[config.mk]
export PLATFORM = sky130hd
export DESIGN_NAME = refresh_sched
export DESIGN_NICKNAME = d
export VERILOG_FILES = /design/src/rtl/refresh_pkg.sv /design/src/rtl/refresh_tick_gen.sv /design/src/rtl/refresh_pend_ctr.sv /design/src/rtl/refresh_row_ctr.sv /design/src/rtl/refresh_sched.sv
export SDC_FILE = /design/constraint.sdc
export NUM_CORES = 1
export LEC_CHECK = 0
export BUFFER_PORTS_ARGS = -buffer_cell sky130_fd_sc_hd__buf_2
export CORE_ASPECT_RATIO = 1.4
export CORE_MARGIN = 8
export CORE_UTILIZATION = 55
export DETAILED_ROUTE_END_ITERATION = 16
export PLACE_DENSITY = 0.79
export SETUP_SLACK_MARGIN = 0.5
export SLEW_MARGIN = 20
export SYNTH_ARGS = -nofsm -noshare
export SYNTH_HDL_FRONTEND = slang
export SYNTH_SLANG_ARGS = --single-unit
[constraint.sdc]
create_clock -name clk_i -period 3.45 [get_ports clk_i]
set_input_delay 0.345 -clock clk_i [delete_from_list [all_inputs] [get_ports clk_i]]
set_output_delay 0.345 -clock clk_i [all_outputs]
set_load 0.03 [all_outputs]
[src/rtl/refresh_pkg.sv]
package refresh_pkg;

  typedef enum logic [1:0] {
    PEND_HOLD = 2'd0,
    PEND_INC  = 2'd1,
    PEND_DEC  = 2'd2
  } pend_op_e;

  // interval expiry and a same-edge accepted ack cancel out
  function automatic pend_op_e pend_op(input logic tick, input logic taken);
    case ({tick, taken})
      2'b10:   return PEND_INC;
      2'b01:   return PEND_DEC;
      default: return PEND_HOLD;
    endcase
  endfunction

endpackage

[src/rtl/refresh_tick_gen.sv]
module refresh_tick_gen #(
  parameter int PRE_DIV = 16,
  parameter int N_W     = 6
) (
  input  logic           clk_i,
  input  logic           rst_ni,
  input  logic [N_W-1:0] n_i,
  output logic           tick_o
);
  localparam int PRE_W = (PRE_DIV > 1) ? $clog2(PRE_DIV) : 1;

  logic [PRE_W-1:0] pre_q;
  logic [N_W-1:0]   div_q;
  logic [N_W-1:0]   n_q;
  logic             n_vld_q;
  logic [N_W-1:0]   n_eff;
  logic             pre_last;

  assign pre_last = (pre_q == PRE_W'(PRE_DIV - 1));
  assign n_eff    = n_vld_q ? n_q : n_i;
  assign tick_o   = pre_last && (div_q == n_eff);

  always_ff @(posedge clk_i or negedge rst_ni) begin
    if (!rst_ni) begin
      pre_q   <= '0;
      div_q   <= '0;
      n_q     <= '0;
      n_vld_q <= 1'b0;
    end else begin
      pre_q <= pre_last ? '0 : pre_q + 1'b1;
      if (pre_last) div_q <= tick_o ? '0 : div_q + 1'b1;
      // divider value captured after reset and at each interval boundary only
      if (tick_o || !n_vld_q) begin
        n_q     <= n_i;
        n_vld_q <= 1'b1;
      end
    end
  end
endmodule

[src/rtl/refresh_pend_ctr.sv]
module refresh_pend_ctr
  import refresh_pkg::*;
#(
  parameter int PEND_W = 4
) (
  input  logic              clk_i,
  input  logic              rst_ni,
  input  logic              tick_i,
  input  logic              taken_i,
  output logic [PEND_W-1:0] pend_o,
  output logic              ovf_o
);
  localparam logic [PEND_W-1:0] PEND_MAX = {PEND_W{1'b1}};

  logic [PEND_W-1:0] pend_q;
  logic              ovf_q;

  always_ff @(posedge clk_i or negedge rst_ni) begin
    if (!rst_ni) begin
      pend_q <= '0;
      ovf_q  <= 1'b0;
    end else begin
      case (pend_op(tick_i, taken_i))
        PEND_INC: begin
          if (pend_q == PEND_MAX) ovf_q <= 1'b1;
          else                    pend_q <= pend_q + 1'b1;
        end
        PEND_DEC: pend_q <= pend_q - 1'b1;
        default:  ;
      endcase
    end
  end

  assign pend_o = pend_q;
  assign ovf_o  = ovf_q;
endmodule

[src/rtl/refresh_row_ctr.sv]
module refresh_row_ctr #(
  parameter int ROW_BASE_LOG2 = 7,
  parameter int SIZE_W        = 2,
  parameter int ROW_W         = 10
) (
  input  logic              clk_i,
  input  logic              rst_ni,
  input  logic [SIZE_W-1:0] size_i,
  input  logic              adv_i,
  output logic [ROW_W-1:0]  row_o
);
  localparam int NUM_SIZES = 1 << SIZE_W;

  logic [ROW_W-1:0] last_tbl [NUM_SIZES];
  logic [ROW_W-1:0] row_q;

  for (genvar g = 0; g < NUM_SIZES; g++) begin : g_last
    assign last_tbl[g] = ROW_W'((64'd1 << (ROW_BASE_LOG2 + g)) - 64'd1);
  end

  always_ff @(posedge clk_i or negedge rst_ni) begin
    if (!rst_ni)    row_q <= '0;
    else if (adv_i) row_q <= (row_q >= last_tbl[size_i]) ? '0 : row_q + 1'b1;
  end

  assign row_o = row_q;
endmodule

[src/rtl/refresh_sched.sv]
module refresh_sched #(
  parameter int CFG_W         = 16,
  parameter int N_LSB         = 8,
  parameter int N_W           = 6,
  parameter int SIZE_LSB      = 6,
  parameter int SIZE_W        = 2,
  parameter int PRE_DIV       = 16,
  parameter int PEND_W        = 4,
  parameter int ROW_BASE_LOG2 = 7,
  localparam int ROW_W        = ROW_BASE_LOG2 + (1 << SIZE_W) - 1
) (
  input  logic             clk_i,
  input  logic             rst_ni,
  input  logic [CFG_W-1:0] cfg_word_i,
  input  logic             burst_active_i,
  input  logic             refresh_ack_i,
  output logic             refresh_req_o,
  output logic [ROW_W-1:0] refresh_row_o,
  output logic             overflow_o
);
  localparam logic [CFG_W-1:0] USED_MASK =
    CFG_W'(((64'd1 << N_W) - 64'd1) << N_LSB) |
    CFG_W'(((64'd1 << SIZE_W) - 64'd1) << SIZE_LSB);

  logic [N_W-1:0]    cfg_n;
  logic [SIZE_W-1:0] cfg_size;
  logic              cfg_unused;
  logic              tick;
  logic              taken;
  logic              req_q;
  logic [PEND_W-1:0] pend_cnt;

  assign cfg_n      = cfg_word_i[N_LSB +: N_W];
  assign cfg_size   = cfg_word_i[SIZE_LSB +: SIZE_W];
  assign cfg_unused = ^(cfg_word_i & ~USED_MASK);

  refresh_tick_gen #(.PRE_DIV(PRE_DIV), .N_W(N_W)) u_tick (
    .clk_i  (clk_i),
    .rst_ni (rst_ni),
    .n_i    (cfg_n),
    .tick_o (tick)
  );

  assign taken = req_q & refresh_ack_i;

  refresh_pend_ctr #(.PEND_W(PEND_W)) u_pend (
    .clk_i   (clk_i),
    .rst_ni  (rst_ni),
    .tick_i  (tick),
    .taken_i (taken),
    .pend_o  (pend_cnt),
    .ovf_o   (overflow_o)
  );

  refresh_row_ctr #(
    .ROW_BASE_LOG2 (ROW_BASE_LOG2),
    .SIZE_W        (SIZE_W),
    .ROW_W         (ROW_W)
  ) u_row (
    .clk_i  (clk_i),
    .rst_ni (rst_ni),
    .size_i (cfg_size),
    .adv_i  (taken),
    .row_o  (refresh_row_o)
  );

  // request holds until taken; raised only outside a burst
  always_ff @(posedge clk_i or negedge rst_ni) begin
    if (!rst_ni)    req_q <= 1'b0;
    else if (req_q) req_q <= !refresh_ack_i;
    else            req_q <= (pend_cnt != '0) && !burst_active_i;
  end

  assign refresh_req_o = req_q;
endmodule

Yosys cells after proc, flatten, opt, wreduce, memory -nomap -nowiden
Cells that the tools add are included.
W data, S select, Z words.
- bits in registers: 33
- output and inout port bits: 12
- bits of input ports: 20
- muxes and demuxes: 11
- reduce and logical (&&, ||, !) cells: 10
- order comparisons: 2
- bitwise gates (word level): 2
- add/subtract/negate cells: 5
- equality and inequality tests: 8
- operator list (operator ; number):
    $mux W10 ; 3
    $bmux W10 S2 ; 1
    $mux W6 ; 2
    $add A10 B1 Y10 const B ; 1
    $ge A10 B10 Y1 ; 1
    $add A4 B1 Y4 const B ; 2
    $eq A4 B4 Y1 const B ; 2
    $mux W4 ; 2
    $pmux W4 S2 ; 1
    $add A6 B1 Y6 const B ; 1
    $eq A6 B6 Y1 ; 1
    $eq A2 B1 Y1 const B ; 2
    $eq A2 B2 Y1 const B ; 2
    $pmux W2 S2 ; 1
    $reduce_and A2 Y1 ; 2
    $reduce_bool A4 Y1 ; 1
    $sub A4 B1 Y4 const B ; 1
    $ge A3 B3 Y1 const B ; 1
    $logic_not A1 Y1 ; 3
    $not A2 Y3 ; 1
    $logic_and A1 B1 Y1 ; 2
    $ne A2 B2 Y1 const B ; 1
    $reduce_bool A2 Y1 ; 1
    $and A1 B1 Y1 ; 1
    2 further kinds ; 2

Depth between registers and ports, before layout
Gate-level depths: netlist of run 1.
- word-level depth: 8
- mapped depth: 11
- gate-level depth less buffers: 10

Hierarchy
A second synthesis of run 1 with hierarchy kept.
- cells, all modules: 179
- area total of the unflattened synthesis: 1893.1 µm²
- by module, submodules not included (module ; instances ; cells an instance ; sequential area each (µm²) ; area each (µm²)):
    refresh_tick_gen ; 1 ; 72 ; 425.4 ; 852.1
    refresh_row_ctr ; 1 ; 67 ; 250.2 ; 639.4
    refresh_pend_ctr ; 1 ; 35 ; 125.1 ; 350.3
    refresh_sched ; 1 ; 5 ; 25.0 ; 51.3

Worst setup path after synthesis of run 1
No wires, ideal clock.
- path kind: register to register
- start: register u_tick.n_vld_q
- end: register u_pend.pend_q[2] (netlist: u_pend.pend_o[2])
- path buffers: 1
- cell stages (with the launch flop): 12
- data required time: 3.363 ns
- period minus slack after synthesis: 2.517 ns
- arrival: 2.430 ns
- setup slack: 0.933 ns
- path through: dfrtp_1 buf_6 mux2i_1 xor2_1 nand4_2 nor2_4 nor2_1 xor2_1 ha_1 or3_1 or2_2 a22oi_1
- word-level cells in the longest chain between the ends: 8
- elaborated cells on any way between the ends: 12
- RTL lines (element ; line ; text):
    from (decl) ; refresh_tick_gen.sv:15 ; logic n_vld_q;
    from (signal assigned) ; refresh_tick_gen.sv:28 ; n_vld_q <= 1'b0;
    from (signal assigned) ; refresh_tick_gen.sv:35 ; n_vld_q <= 1'b1;
    $mux W6 * ; refresh_tick_gen.sv:20 ; assign n_eff = n_vld_q ? n_q : n_i;
    $eq A6 B6 Y1 * ; refresh_tick_gen.sv:21 ; assign tick_o = pre_last && (div_q == n_eff);
    $logic_and A1 B1 Y1 * ; refresh_tick_gen.sv:21 ;
    $eq A2 B1 Y1 / $eq A2 B2 Y1 (equally long branches) ; refresh_pkg.sv:11 ; case ({tick, taken})
    $pmux W2 S2 * ; refresh_pkg.sv:11 ;
    $eq A2 B1 Y1 / $eq A2 B2 Y1 (equally long branches) ; refresh_pend_ctr.sv:23 ; case (pend_op(tick_i, taken_i))
    $ne A2 B2 Y1 (no line) / $reduce_bool A2 Y1 (equally long branches) ; n/a ;
    $reduce_and A2 Y1 (no line) ; n/a ;
    to (signal assigned) ; refresh_pend_ctr.sv:26 ; else pend_q <= pend_q + 1'b1;
    to (signal assigned) ; refresh_pend_ctr.sv:28 ; PEND_DEC: pend_q <= pend_q - 1'b1;
    to (decl) ; refresh_pend_ctr.sv:15 ; logic [PEND_W-1:0] pend_q;
Mark *: on every way between the ends. The rest lies on a longest branch, timed or not.
A chain may end at the register's enable or synchronous reset.

Worst setup path after layout of run 1
Same ends and word-level chain as after synthesis.

==> run summary, run 1 <==
Post-synthesis mux area share: 7.73%
Yosys top cell area share: 46.4%
Routed len/inst: 15.0 um
YS warnings: 0
DR vias: 1354
Max clock buf depth: 2
Crit end category: flip-flop
Post-Synth XOR/XNOR Area: 7.38%
CP max-delay cell: dfrtp_1
Grt ovf: 0
Cell type with the highest aggregate area in the netlist: dfrtp_1
Setup violations, final: 0
Gr busiest metal: met2
First-iteration detailed-routing DRC count: 44
Measured slew at the worst slew-check pin: 0.712 ns
Number of synthesized flops with an enable pin: 0
Post-DP HPWL: 2630 um
Routability Congestion: 0.738
Post-synthesis compound-gate area fraction: 13.0%
Min-delay worst type: in2async
Vias per cell: 5.71
Crit path arrival time: 2.92 ns
Unrepaired setup endpoints after global routing: false
IO buf count: 23
Cell Area, Placed: 1900 um2
Final Hold Vio Count: 0
Root buffer cell: clkbuf_8
Fillers: 263
Nature of the critical path startpoint: flip-flop
Critical path depth: 10
Worst-path clk slew: 0.06 ns
DIE HEIGHT: 83.3 um
Drt pass-1 iters: 4
Final setup TNS: 0 ns
Synth Area in Simple Gates: 17.1%
Synth Instances: 172
Vias in the first global route: 1438
Core footprint: 3090 um2
Cell family with most CP delay: simple AND/OR/NAND/NOR gates
R2R depth: 10
Clk Latency, worst-skew pair: 0.28 ns
Hold-fix buffers, CTS: 0
Most used DFF post-synth: dfrtp_1
Met1 Track Usage GR: 14.1%
Final min period: 2.73 ns
Starting Density: 57.6%
Netlist Area Pre-Place: 1780 um2
Clock skew: 0.00428 ns
Mapped Nets: 199
CTS tree: built
Max Slew Vio Count: 0
Initial antenna violation count: 0
CTS Buf Count: 5
Worst Setup Slack, final: 0.717 ns
Number of I/O pins: 32
Worst path required time: 3.64 ns
Row count: 24
# diodes: 0
Cell variety after synth: 44
Relative slew slack: 52.5%
First-pass GRT wire length: 6120 um
Sequential cell area fraction in the yosys report: 46.4%
Tcrit/Tclk final: 79.2%
Die area: 5340 um2
DRT Wirelength: 3560 um
Adder-cell share of the synthesized area: 4.92%
Largest net degree at the start of global routing: 34
DRC violations left: 0
Leakage power: 0.976 nW
PwrDens: 543 nW/um2
Maximum vdd drop: 0.507 mV
Share of layout cells above drive strength 1: 23.7%
Post-cts sizing count: 0
Critical path peak fanout: 7
M3 GR Usage: 5.11%
Yosys reg bits: 33
Critical-path cell list: mux2i_1, xor2_1, nand4_2, nor2_4, nor2_1, xor2_1, ha_1, or3_1, or2_2, a22oi_1
Final instance area: 2000 um2
Post-place setup slack: 0.378 ns
Max frequency: 366 MHz
Most Frequent Cell on Critical Path: xor2_1
Main combinational cell family by area after synthesis: simple AND/OR/NAND/NOR gates
H-tree depth: 2
Routing usage on met2: 24.7%
Slowest cell delay on critical path: 0.56 ns
Die X-Extent: 64.1 um
Area contributors post-synth: dfrtp_1, xor2_1, ha_1
Share of flip-flops with an asynchronous set or reset: 100%
Post-DRT Antenna Nets: 0
Run status: finished clean
CTS sink cnt: 33
Tot GR Track Use: 13.8%
Net count, final: 225
Syn Area/Cell: 10.4 um2
Buf/Inv on CP: 0
P&R area growth vs syn: 12.2%
Max cap viols: 0
Crit Path Category: reg2reg
## state kept, by name, indices dropped and copies added, names as in the netlist
| signal | flops |
|---|---|
| u_row.row_o | 10 |
| u_tick.n_q | 6 |
| u_tick.pre_q | 4 |
| u_tick.n_vld_q | 1 |
| u_pend.pend_o | 4 |
| u_tick.div_q | 6 |
| refresh_req_o | 1 |
| u_pend.ovf_o | 1 |
## layout by cell type, fill, tap and decap left out, drive strengths merged, types with 6 or more instances in the layout
cell / count
buf: 25
dfrtp: 33
o21ai: 17
clkbuf: 7
ha: 7
xor2: 12
nand2: 13
mux2: 6
nand3: 10
and3: 6
mux2i: 7
nor2: 16
## report_power, final
group	switching (W)	internal [W]
sequential	0.0000730	0.000445
combinational	0.000167	0.000114
clock	0.000128	0.000158
## cells by family after synthesis
group | Yosys count
other | 1
buffers and inverters | 9
AO/OA/AOI/OAI | 35
flip-flops | 33
multiplexers | 13
AND/OR/NAND/NOR | 59
XOR/XNOR | 15
adder cells (fa/ha/maj) | 7
## final cells by class
type                            instances  area, um2  share of cell area [%]
Tap cell                               39       48.8                    2.44
Multi-Input combinational cell        130        896                    44.8
Timing Repair Buffer                   25        130                    6.51
Sequential cell                        33        826                    41.3
Clock buffer                            7       86.3                    4.32
Inverter                                3       11.3                   0.564
## worst reg2reg max path, cell delays in order (launching register included)
cell and delay, ns:
dfrtp_1 0.56, mux2i_1 0.29, xor2_1 0.19, nand4_2 0.17, nor2_4 0.14, nor2_1 0.08, xor2_1 0.15, ha_1 0.21
or3_1 0.38, or2_2 0.28, a22oi_1 0.18
## repair_timing
action | in CTS | in global routing
buffers inserted | 1 | 0
endpoints found under the setup margin | 2 | 0
endpoints found under the hold margin | 0 | 0
## cell usage after synthesis (all sizes together), types with 2 or more instances
cell type and number:
or3 2, nand3 10, dfrtp 33, xnor2 3, or2 2, a21oi 2, nand4 3, mux2i 7
o21ai 17, ha 7, a21o 3, xor2 12, nand2 13, nor3 3, buf 5, a31oi 3
inv 3, nor2 16, mux2 6, and3 6
## metal layers
layer,up-vias,share of wire (%)
li1,658,-
met1,658,42
met2,33,52
met3,5,5.3
met4,0,1.0
met5,-,0
## worst paths after layout
path                                            start                      endpoint  slack, ns
min                                            rst_ni     u_tick.pre_q[3]$_DFF_PN0_       0.12
max reg2reg                u_tick.n_vld_q$_DFFE_PN0P_  u_pend.pend_o[2]$_DFFE_PN0P_       0.72
min in group clk_i                      refresh_ack_i    u_row.row_o[7]$_DFFE_PN0P_       0.29
max in group asynchronous                      rst_ni   u_tick.div_q[2]$_DFFE_PN0N_       2.88
max                        u_tick.n_vld_q$_DFFE_PN0P_  u_pend.pend_o[2]$_DFFE_PN0P_       0.72
min reg2reg                  u_pend.ovf_o$_DFFE_PN0P_      u_pend.ovf_o$_DFFE_PN0P_       0.49
## per-stage QoR
| step | std cells | total power (W) | util (%) | hold WS, ns |
|---|---|---|---|---|
| floorplan | 172 | 0.000725 | - | 0.0494 |
| global placement | 229 | 0.000788 | 61.6 | 0.435 |
| detailed placement | 229 | 0.000809 | 61.6 | 0.446 |
| CTS | 237 | 0.00110 | 64.6 | 0.142 |
| global route | 237 | 0.00115 | 64.6 | 0.184 |
| finish | 237 | 0.00109 | 64.6 | 0.120 |
Note: power is estimated with default switching activity, not from simulation.
==> inputs of run 2 (changes only) <==
--- a/config.mk
+++ b/config.mk
@@ -8,9 +8,9 @@
 export BUFFER_PORTS_ARGS = -buffer_cell sky130_fd_sc_hd__buf_2
 export CORE_ASPECT_RATIO = 1.4
 export CORE_MARGIN = 8
-export CORE_UTILIZATION = 55
+export CORE_UTILIZATION = 50
 export DETAILED_ROUTE_END_ITERATION = 16
-export PLACE_DENSITY = 0.79
+export PLACE_DENSITY = 0.76
 export SETUP_SLACK_MARGIN = 0.5
 export SLEW_MARGIN = 20
 export SYNTH_ARGS = -nofsm -noshare
==> constraint.sdc (replaced) <==
create_clock -name clk_i -period 2.25 [get_ports clk_i]
set_input_delay 0.225 -clock clk_i [delete_from_list [all_inputs] [get_ports clk_i]]
set_output_delay 0.225 -clock clk_i [all_outputs]
set_load 0.03 [all_outputs]
==> run summary, run 2 (same netlist as run 1, synthesis figures left out) <==
Reg power frac: 44.0%
Final min period: 2.45 ns
Unrepaired setup endpoints after global routing: true
DIE HEIGHT: 86.6 um
Switch share: 34.3%
DR vias: 1458
Min-delay worst type: in2async
Commonest non-fill, non-tap cell in the layout: dfrtp_1
Net count, final: 248
Routability Congestion: 0.770
Relative slew slack: 51.0%
First-pass GRT wire length: 6790 um
Cell Area, Placed: 2020 um2
# diodes: 0
Setup violations, final: 2
Die X-Extent: 66.4 um
Share of layout cells above drive strength 1: 39.2%
Largest net degree at the start of global routing: 34
CTS tree: built
Maximum vdd drop: 0.610 mV
CTS sink cnt: 33
Max frequency: 407 MHz
Number of I/O pins: 32
Run status: finished, violations left
Initial antenna violation count: 0
Grt ovf: 0
Crit end category: flip-flop
Worst-path clk slew: 0.06 ns
Max cap viols: 0
Int Power: 0.00120 W
Worst path required time: 2.45 ns
Clock skew: 0.00434 ns
Most frequent cells in the layout: dfrtp_1, buf_2, buf_4, o21ai_0
Row count: 25
Storage element area: 832 um2
Multi-input gate area: 1000 um2
Routed len/inst: 15.5 um
Final instance area: 2310 um2
Post-DRT Antenna Nets: 0
Starting Density: 52.2%
Post-DP HPWL: 2820 um
Vias per cell: 5.56
H-tree depth: 2
DRC violations left: 0
Crit Path Category: reg2reg
Fillers: 264
Core footprint: 3410 um2
Crit path arrival time: 2.66 ns
Combinational share of power: 31.2%
Failing checks: setup timing
DRT Wirelength: 4050 um
Worst Setup Slack, final: -0.204 ns
Max Slew Vio Count: 0
First-iteration detailed-routing DRC count: 35
Clk Latency, worst-skew pair: 0.28 ns
P&R area growth vs syn: 29.7%
Measured slew at the worst slew-check pin: 0.735 ns
Leakage power: 1.11 nW
Critical path peak fanout: 7
CTS Buf Count: 5
Tot GR Track Use: 14.8%
Post-layout util: 67.7%
Drt pass-1 iters: 4
IO buf count: 23
PwrDens: 792 nW/um2
Hold-fix buffers, CTS: 0
Sw Pwr: 0.000628 W
Max clock buf depth: 2
Tcrit/Tclk final: 109%
Final Hold Vio Count: 0
Clock power share: 24.8%
Reg2Reg Setup Slack: -0.20 ns
Root buffer cell: clkbuf_8
Flip-flop count of the largest register after layout: 10
Nature of the critical path startpoint: flip-flop
Vias in the first global route: 1518
Die area: 5750 um2
[run 2: worst max-delay path, stage by stage, from the launching register on]
cell and delay [ns]:
dfrtp_2 0.49, mux2i_2 0.29, xor2_1 0.19, nand4_2 0.16, nor2_4 0.13, nor2_2 0.05
xor2_1 0.15, ha_2 0.19, or3_4 0.37, or2_4 0.23, a22oi_2 0.12
[run 2: final timing paths]
path                                       startpoint                      endpoint  depth (start not counted)
setup / recovery           u_tick.n_vld_q$_DFFE_PN0P_  u_pend.pend_o[2]$_DFFE_PN0P_                         10
hold / removal                                 rst_ni     u_tick.n_q[1]$_DFFE_PN0P_                          1
setup reg to reg           u_tick.n_vld_q$_DFFE_PN0P_  u_pend.pend_o[2]$_DFFE_PN0P_                         10
hold reg to reg              u_pend.ovf_o$_DFFE_PN0P_      u_pend.ovf_o$_DFFE_PN0P_                          1
max in group asynchronous                      rst_ni    u_row.row_o[8]$_DFFE_PN0P_                          1
min in group clk_i                      refresh_ack_i    u_row.row_o[9]$_DFFE_PN0P_                          2
[run 2: layer usage]
metal / wire length, um / vias up / track usage [%]
met1: 1710 / 719 / 16.4
li1: - / 703 / -
met4: 65 / 0 / 5.26
met5: 0 / - / 0
met3: 216 / 7 / 4.52
met2: 2060 / 29 / 25.7
[run 2: what timing repair did]
item / in CTS / in global routing
endpoints found under the setup margin: 21 / 21
buffers inserted: 7 / 9
resized for setup: 13 / 5
pin swaps: 4 / 4
[run 2: cell type report]
class / count / area share (%)
Timing Repair Buffer: 48 / 14.1
Clock buffer: 8 / 3.90
Multi-Input combinational cell: 130 / 43.3
Inverter: 3 / 0.488
Sequential cell: 33 / 36.0
Tap cell: 40 / 2.17
[run 2: per-stage QoR]
stage | total power, W | instances | hold WS [ns] | TNS, ns | worst slack, ns
floorplan | 0.00115 | 172 | -0.0706 | -0.159 | -0.116
global placement | 0.00126 | 238 | 0.318 | -0.274 | -0.170
detailed placement | 0.00131 | 238 | 0.327 | -0.577 | -0.328
CTS | 0.00182 | 253 | 0.0189 | -0.386 | -0.194
global route | 0.00193 | 262 | 0.0595 | -0.593 | -0.313
finish | 0.00183 | 262 | 0.00154 | -0.373 | -0.204
[run 2: power by group through the flow]
stage / Sequential [W] / Clock [W] / Combinational, W
6_report: 0.000806 / 0.000454 / 0.000571
4_1_cts: 0.000800 / 0.000461 / 0.000562
5_1_grt: 0.000819 / 0.000494 / 0.000620
2_1_floorplan: 0.000871 / 0 / 0.000277
3_5_place_dp: 0.000816 / 0 / 0.000493
3_3_place_gp: 0.000808 / 0 / 0.000453
==> inputs of run 3 (changes only) <==
--- a/config.mk
+++ b/config.mk
@@ -10,7 +10,7 @@
 export CORE_MARGIN = 8
 export CORE_UTILIZATION = 50
 export DETAILED_ROUTE_END_ITERATION = 16
-export PLACE_DENSITY = 0.76
+export PLACE_DENSITY_LB_ADDON = 0.05
 export SETUP_SLACK_MARGIN = 0.5
 export SLEW_MARGIN = 20
 export SYNTH_ARGS = -nofsm -noshare
==> run summary, run 3 (same netlist as run 1, synthesis figures left out) <==
Leakage power: 1.11 nW
Run status: finished, violations left
Crit Path Category: reg2reg
First-iteration detailed-routing DRC count: 44
DRC violations left: 0
Dpl cells: 237
Pwr Total: 0.00204 W
Max cap viols: 0
Routability Congestion: 0.727
Max Slew Vio Count: 0
Reg power frac: 39.6%
Number of I/O pins: 32
Hold_ws: -0.0177 ns
Tot GR Track Use: 15.5%
Die area: 5750 um2
Worst path required time: 2.46 ns
Die X-Extent: 66.4 um
Final min period: 2.42 ns
Nature of the critical path startpoint: flip-flop
DIE HEIGHT: 86.6 um
Worst-path clk slew: 0.07 ns
Vias per cell: 5.59
Most frequent cells in the layout: dfrtp_1, buf_2, buf_4, o21ai_0
P&R area growth vs syn: 30.9%
H-tree depth: 2
Setup violations, final: 2
Root buffer cell: clkbuf_8
Core footprint: 3410 um2
Share of layout cells above drive strength 1: 38.5%
Clk Latency, worst-skew pair: 0.30 ns
Flip-flop count of the largest register after layout: 10
Initial antenna violation count: 0
Min-delay worst type: in2async
Final setup TNS: -0.271 ns
Post-Layout Cell Count: 258
Multi-input gate area: 993 um2
DRT Wirelength: 4110 um
Post-DP HPWL: 2820 um
Max frequency: 413 MHz
First-pass GRT wire length: 6890 um
CTS sink cnt: 33
Unrepaired setup endpoints after global routing: true
Critical path peak fanout: 7
Row count: 25
Tcrit/Tclk final: 108%
Max clock buf depth: 2
Int Power: 0.00138 W
Net count, final: 244
Drt pass-1 iters: 4
Vias in the first global route: 1575
IO buf count: 23
Post-layout util: 68.3%
Maximum vdd drop: 0.675 mV
PwrDens: 874 nW/um2
Switch share: 32.1%
CTS Buf Count: 5
Combinational share of power: 27.3%
Grt ovf: 0
Routed len/inst: 15.9 um
Largest net degree at the start of global routing: 34
Starting Density: 52.2%
DR vias: 1442
Worst Setup Slack, final: -0.169 ns
Fillers: 292
Storage element area: 832 um2
# diodes: 0
Failing checks: hold timing, setup timing
Clock power share: 33.2%
Final Hold Vio Count: 24
Post-DRT Antenna Nets: 0
Sw Pwr: 0.000653 W
Crit path arrival time: 2.63 ns
Clock skew: 0.00742 ns
Commonest non-fill, non-tap cell in the layout: dfrtp_1
Crit end category: flip-flop
CTS tree: built
Measured slew at the worst slew-check pin: 0.733 ns
Relative slew slack: 51.2%
run 3: repair_timing:
| action | 4_1_cts | 5_1_grt |
|---|---|---|
| hold buffers | 0 | 0 |
| setup endpoints to repair | 18 | 17 |
| gates resized for setup | 12 | 4 |
| setup buffers | 7 | 6 |
| pin swaps | 3 | 7 |
run 3: final cells by class:
cell class              count  share of cell area (%)
clock buffers               5                    2.95
clock inverters             3                    2.79
inverters                   3                   0.483
multi-input cells         130                    42.6
flip-flops and latches     33                    35.7
well taps                  40                    2.15
repair buffers             44                    13.3
run 3: critical path, cell delays in order, from the launching register on:
cell,delay [ns]
dfrtp_2,0.48
mux2i_1,0.25
xor2_1,0.21
nand3_2,0.13
nor2_4,0.14
nor2_2,0.06
xor2_1,0.15
ha_2,0.19
or3_4,0.37
or2_4,0.24
a22oi_2,0.13
run 3: path summary, 6_finish.rpt:
kind | startpoint | to | slack (ns) | depth (start not counted)
worst min register to register | u_tick.n_q[2]$_DFFE_PN0P_ | u_tick.n_q[2]$_DFFE_PN0P_ | 0.52 | 1
worst min-delay path | rst_ni | u_tick.n_q[1]$_DFFE_PN0P_ | -0.02 | 1
worst max register to register | u_tick.n_vld_q$_DFFE_PN0P_ | u_pend.pend_o[2]$_DFFE_PN0P_ | -0.17 | 10
worst max-delay path | u_tick.n_vld_q$_DFFE_PN0P_ | u_pend.pend_o[2]$_DFFE_PN0P_ | -0.17 | 10
max in group asynchronous | rst_ni | u_row.row_o[8]$_DFFE_PN0P_ | 1.75 | 1
min in group clk_i | refresh_ack_i | u_row.row_o[7]$_DFFE_PN0P_ | 0.17 | 2
run 3: per-stage QoR:
| stage | area, um2 | worst slack [ns] | hold WS (ns) |
|---|---|---|---|
| 2_1_floorplan | 1840 | -0.116 | -0.0706 |
| 3_3_place_gp | 2010 | -0.186 | 0.315 |
| 3_5_place_dp | 2010 | -0.267 | 0.332 |
| 4_1_cts | 2250 | -0.189 | 0.0168 |
| 5_1_grt | 2330 | -0.270 | 0.0504 |
| 6_report | 2330 | -0.169 | -0.0177 |
run 3: power groups by stage:
stage	Clock, W	Sequential [W]	Combinational [W]
finish	0.000676	0.000806	0.000555
global route	0.000712	0.000819	0.000603
CTS	0.000681	0.000803	0.000536
detailed placement	0	0.000819	0.000467
global placement	0	0.000810	0.000451
floorplan	0	0.000871	0.000277
run 3: routing by layer:
metal  share of wire, %  routed length (um)  vias to the layer above  track usage (%)
li1                   -                   -                      700                -
met2                 55                2270                       37             28.5
met4                2.0                  81                        0             7.02
met3                5.3                 218                        7             5.03
met5                  0                   0                        -                0
met1                 37                1530                      698             14.8
